==> src/rtl/dac_dbuf_pkg.sv <==
// Package: shared types for the double-buffered converter input register.
// Assumes the strobe decode and the register ranks agree on this struct.
package dac_dbuf_pkg;

    // Decoded, active-high capture and transfer qualifiers.
    typedef struct packed {
        logic lo_cap;
        logic hi_cap;
        logic xfer;
    } dbuf_strobe_t;

    // Mid-scale code for a given code width.
    function automatic logic [31:0] mid_scale(input int unsigned width);
        return 32'(1) << (width - 1);
    endfunction

endpackage

==> src/rtl/dac_dbuf_decode.sv <==
// Module: strobe decode. It turns the active-low strobes into active-high
// qualifiers. The master write gates every enable.
// Assumes the strobes are already synchronous to clk.
module dac_dbuf_decode
    import dac_dbuf_pkg::*;
(
    input  logic         wr_n,
    input  logic         lo_sel_n,
    input  logic         hi_sel_n,
    input  logic         xfer_n,
    output dbuf_strobe_t strb
);

    // Qualify each enable with the master write.
    always_comb begin
        strb.lo_cap = ~wr_n & ~lo_sel_n;
        strb.hi_cap = ~wr_n & ~hi_sel_n;
        strb.xfer   = ~wr_n & ~xfer_n;
    end

endmodule

==> src/rtl/dac_dbuf_part.sv <==
// Module: one first-rank part register. It samples its bus slice on a
// qualified edge and otherwise holds. It also offers the value the register
// will hold after this edge, so a transfer in the same cycle sees new data.
// Assumes a synchronous active-low reset to zero.
module dac_dbuf_part #(
    parameter int unsigned W = 8
) (
    input  logic         clk,
    input  logic         rst_n,
    input  logic         cap,
    input  logic [W-1:0] din,
    output logic [W-1:0] q,
    output logic [W-1:0] q_next
);

    // Select the incoming slice when capturing, else the held value.
    always_comb q_next = cap ? din : q;

    // Part register with synchronous reset.
    always_ff @(posedge clk) begin
        if (!rst_n) q <= '0;
        else        q <= q_next;
    end


    property part_hold_p;
        @(posedge clk) disable iff (!rst_n) !cap |=> $stable(q);
    endproperty
    part_hold_chk: assert property (part_hold_p);


    property part_take_p;
        @(posedge clk) disable iff (!rst_n) cap |=> (q == $past(din));
    endproperty
    part_take_chk: assert property (part_take_p);

endmodule

==> src/rtl/dac_dbuf_outreg.sv <==
// Module: second-rank output register. It loads the assembled word on a
// transfer. The clear acts asynchronously and forces mid-scale; the system
// reset acts synchronously and also forces mid-scale.
// Assumes clr_n is released away from the active clock edge.
module dac_dbuf_outreg
    import dac_dbuf_pkg::*;
#(
    parameter int unsigned W = 12
) (
    input  logic         clk,
    input  logic         rst_n,
    input  logic         clr_n,
    input  logic         load,
    input  logic [W-1:0] d,
    output logic [W-1:0] q
);

    localparam logic [W-1:0] MID = W'(mid_scale(W));

    // Output rank: async clear, then sync reset, then transfer.
    always_ff @(posedge clk or negedge clr_n) begin
        if (!clr_n)      q <= MID;
        else if (!rst_n) q <= MID;
        else if (load)   q <= d;
    end


    property clr_mid_p;
        @(posedge clk) disable iff (!rst_n) !clr_n |-> (q == MID);
    endproperty
    clr_mid_chk: assert property (clr_mid_p);


    property out_hold_p;
        @(posedge clk) disable iff (!rst_n || !clr_n) !load |=> $stable(q);
    endproperty
    out_hold_chk: assert property (out_hold_p);

endmodule

==> src/rtl/dac_dbuf_front.sv <==
// Module: top of the double-buffered converter input register. It joins the
// strobe decode, two first-rank part registers (built in a generate loop)
// and the output register, then applies the static code-reading mode.
// Assumes all inputs except clr_n are synchronous to clk.
module dac_dbuf_front
    import dac_dbuf_pkg::*;
#(
    parameter int unsigned LO_W = 8,
    parameter int unsigned HI_W = 4
) (
    input  logic                   clk,
    input  logic                   rst_n,
    input  logic                   clr_n,
    input  logic [LO_W+HI_W-1:0]   bus_din,
    input  logic                   wr_n,
    input  logic                   lo_sel_n,
    input  logic                   hi_sel_n,
    input  logic                   xfer_n,
    input  logic                   twos_mode,
    output logic [LO_W+HI_W-1:0]   code_out
);

    localparam int unsigned CW = LO_W + HI_W;

    dbuf_strobe_t  strb;
    logic [CW-1:0] rank1_q;
    logic [CW-1:0] rank1_next;
    logic [CW-1:0] out_q;

    dac_dbuf_decode u_decode (
        .wr_n     (wr_n),
        .lo_sel_n (lo_sel_n),
        .hi_sel_n (hi_sel_n),
        .xfer_n   (xfer_n),
        .strb     (strb)
    );

    // One part register per bus slice; slice 0 is the low part.
    for (genvar g = 0; g < 2; g++) begin : g_part
        localparam int unsigned PW  = (g == 0) ? LO_W : HI_W;
        localparam int unsigned LSB = (g == 0) ? 0 : LO_W;
        dac_dbuf_part #(.W(PW)) u_part (
            .clk    (clk),
            .rst_n  (rst_n),
            .cap    ((g == 0) ? strb.lo_cap : strb.hi_cap),
            .din    (bus_din[LSB +: PW]),
            .q      (rank1_q[LSB +: PW]),
            .q_next (rank1_next[LSB +: PW])
        );
    end

    dac_dbuf_outreg #(.W(CW)) u_out (
        .clk   (clk),
        .rst_n (rst_n),
        .clr_n (clr_n),
        .load  (strb.xfer),
        .d     (rank1_next),
        .q     (out_q)
    );

    // Apply the code-reading mode to the top bit.
    always_comb code_out = {out_q[CW-1] ^ twos_mode, out_q[CW-2:0]};


    property all_open_p;
        @(posedge clk) disable iff (!rst_n || !clr_n)
            (!wr_n && !lo_sel_n && !hi_sel_n && !xfer_n) |=> (out_q == $past(bus_din));
    endproperty
    all_open_chk: assert property (all_open_p);


    property no_write_p;
        @(posedge clk) disable iff (!rst_n || !clr_n) wr_n |=> $stable(out_q);
    endproperty
    no_write_chk: assert property (no_write_p);

endmodule

==> config.mk <==
export PLATFORM = sky130hd
export DESIGN_NAME = dac_dbuf_front
export DESIGN_NICKNAME = d
export VERILOG_FILES = /design/src/rtl/dac_dbuf_pkg.sv /design/src/rtl/dac_dbuf_decode.sv /design/src/rtl/dac_dbuf_part.sv /design/src/rtl/dac_dbuf_outreg.sv /design/src/rtl/dac_dbuf_front.sv
export SDC_FILE = /design/constraint.sdc
export NUM_CORES = 1
export LEC_CHECK = 0
export BUFFER_PORTS_ARGS = -buffer_cell sky130_fd_sc_hd__buf_4
export CAP_MARGIN = 20
export CELL_PAD_IN_SITES_DETAIL_PLACEMENT = 0
export CELL_PAD_IN_SITES_GLOBAL_PLACEMENT = 2
export CORE_UTILIZATION = 31
export CTS_BUF_LIST = sky130_fd_sc_hd__clkbuf_2 sky130_fd_sc_hd__clkbuf_4 sky130_fd_sc_hd__clkbuf_8
export DETAILED_ROUTE_END_ITERATION = 10
export PLACE_DENSITY_LB_ADDON = 0.2
export SLEW_MARGIN = 0
export SYNTH_ARGS = -nofsm -noshare
export SYNTH_HDL_FRONTEND = slang
export SYNTH_SLANG_ARGS = --single-unit
==> constraint.sdc <==
create_clock -name clk -period 0.9 [get_ports clk]
set_input_delay 0.09 -clock clk [delete_from_list [all_inputs] [get_ports clk]]
set_output_delay 0.09 -clock clk [all_outputs]
set_load 0.01 [all_outputs]
==> results_dict.tcl <==
set metrics [dict create \
    drv_slew 0 \
    cts.clk_slew.worst_paths_ps 80 \
    nFillCells 396 \
    ant_nets 0 \
    die_area_um2 4600 \
    nets 164 \
    firstDrtPassIters 4 \
    cts.htree.levels 1 \
    outcome "finished with violations" \
    setup_viol 1 \
    startpoint_type "flop" \
    wl_per_cell_um 14.4 \
    hold_path_end "u_out.q[7]" \
    coreArea_um2 4090 \
    groute.usage.overall 0.126 \
    final_util 0.403 \
    grtUsageMet3 0.0183 \
    p_clk_frac 0.295 \
    tightest_slew_ps 453 \
    finalHoldViolCount 0 \
    met2_usage 0.197 \
    clockRootBuffer "clkbuf_8" \
    ys_async_sr_fraction 0.500 \
    synth_nets 141 \
    yosysUniqueCellTypes 23 \
    worstHoldStart "rst_n" \
    synth_edf_count 0 \
    power_frac_seq 0.505 \
    cp.required_ps 810 \
    drcViolationCount 0 \
    p_sw_frac 0.243 \
    violations "negative setup slack" \
    yosysSeqAreaShare 0.404 \
    syn_inst 121 \
    rsz0062_at_grt "yes" \
    arrival_ps 1080 \
    holdPathStages 2 \
    syn_area_per_cell_um2 11.1 \
    dpl.hpwl_um 1960 \
    syn2layout_area_growth_pct 22.6 \
    worstSkewPairLatency_ps 260 \
    grt_max_degree 29 \
    cp_max_fo 2 \
    reg2reg_slack_ps 10 \
    grt_pass1_vias 910 \
    synth_top_area_frac 0.205 \
    antenna_found_initial 0 \
    cts.path.max_buffers 2 \
    fp.dieW_um 67.8 \
    totalWireLength_um 2770 \
    fmax_mhz 858 \
    hold_path_class "in2reg" \
    yosysTopAreaCell "dfrtp_1" \
    grt_pass1_wl_um 4300 \
    dr.first_iter.drc_count 53 \
    max_cap_viol_count 0 \
    p_int_mw 1.75 \
    fin_crit_ps 1170 \
    power_density_nw_per_um2 1400 \
    vias 950 \
    cts_tree "yes" \
    ir_drop_mv 0.471 \
    power.share.combinational 0.201 \
    p_total_mw 2.31 \
    start_util 0.329 \
    die_h_um 67.8 \
    synth_top_flop_cell "dfxtp_1" \
    top_level_ports 32 \
    final_common_cell "buf_4" \
    antenna_cells 0 \
    r2r-start "g_part[0].u_part.q[5]" \
    port_buffers 31 \
    ys_warn_count 0 \
    place.gp.congestion 0.685 \
    viasPerCell 4.92 \
    synth-seq-cells 24 \
    cts_sinks 24 \
    rr_worst_depth 2 \
    cts_made_buffers 3 \
    gr-total-overflow 0 \
    period_share 1.30 \
    relSlewSlack 0.698 \
    ys_top_cells_by_area "dfrtp_1 21%, dfxtp_1 18%, o211a_1 8.2%, or3b_1 7.8%, buf_4 6.2%" \
    gr-max-usage-layer "met2" \
    endpoint_kind "primary output" \
    setup_ws_ps -266 \
    path_class "reg2out" \
    p_leak_nw 0.794 \
    final_cell_mix "28 x buf_4, 12 x or3b_1, 12 x o21ai_0" \
    num_rows 23 \
    worstReg2RegEnd "u_out.q[5]" \
    use_met1 0.179 \
    clock_skew_ps 0.534 \
    power_switching_mw 0.561 \
    drive_gt1_frac 0.413 \
    syn_area_um2 1340 \
]
## flip-flops by register name, summed over array words and instances, names as in the netlist
register,count
g_part.u_part.q,12
u_out.q,12
## cell type report
class | count | area (µm²) | share of cell area
Multi-Input combinational cell | 75 | 644 | 0.391
Sequential cell | 24 | 547 | 0.332
Timing Repair Buffer | 40 | 344 | 0.209
Tap cell | 50 | 62.6 | 0.0380
Clock buffer | 4 | 48.8 | 0.0296
## how the worst max path moves through the flow
stage | start | end | slack, ps | cells past startpoint
2_1_floorplan | lo_sel_n | u_out.q[3] | -20 | 4
3_3_place_gp | lo_sel_n | u_out.q[0] | -120 | 3
3_5_place_dp | wr_n | g_part[1].u_part.q[2] | -150 | 4
4_1_cts | u_out.q[11] | code_out[11] | -280 | 2
5_1_grt | u_out.q[11] | code_out[11] | -290 | 2
6_report | u_out.q[11] | code_out[11] | -270 | 2
## cell usage after synthesis, types with 3 or more instances
library cell and number:
or3b_1 12, dfxtp_1 12, mux2_2 7, mux2_4 4, o21bai_1 11, buf_4 11, buf_6 4, o211a_1 11
dfrtp_1 11, o21ai_0 12, a21boi_1 10, clkbuf_1 3
## metal layers
layer	routed length, µm	share of wire
met1	1420	0.51
met2	1220	0.44
met3	105	0.038
met4	19	0.0068
met5	0	0
## power by group through the flow
stage	combinational, mW	sequential (mW)	clock, mW
floorplan	0.300	1.17	0
global placement	0.431	1.18	0
detailed placement	0.438	1.18	0
CTS	0.449	1.16	0.712
global route	0.506	1.17	0.751
finish	0.463	1.16	0.680
## per-stage QoR
stage          setup slack [ps]  cells  TNS [ps]  hold WS [ps]  cell area [µm²]
2_1_floorplan             -22.9    121     -91.5          -206             1340
3_3_place_gp               -116    188     -2130         -60.7             1530
3_5_place_dp               -150    188     -2450         -57.7             1530
4_1_cts                    -279    193      -285           117             1600
5_1_grt                    -292    193      -419           137             1650
6_report                   -266    193      -266           121             1650
## critical path, stage by stage, from the launching register on
cell and delay [ps]:
dfstp_2 540, xor2_1 140, buf_4 140
## logic make-up after synthesis
group | synth area share
AO/OA/AOI/OAI | 0.261
XOR/XNOR | 0.00652
multiplexers | 0.111
buffers and inverters | 0.125
flip-flops | 0.404
AND/OR/NAND/NOR | 0.0932
## repair_timing
item / in CTS / in global routing
hold buffers: 1 / 0
endpoints found under the hold margin: 12 / 0
endpoints found under the setup margin: 5 / 19
gates resized for setup: 4 / 14
pin swaps: 1 / 0
buffers inserted: 0 / 0
No activity file was read; power rests on OpenSTA's default activity.
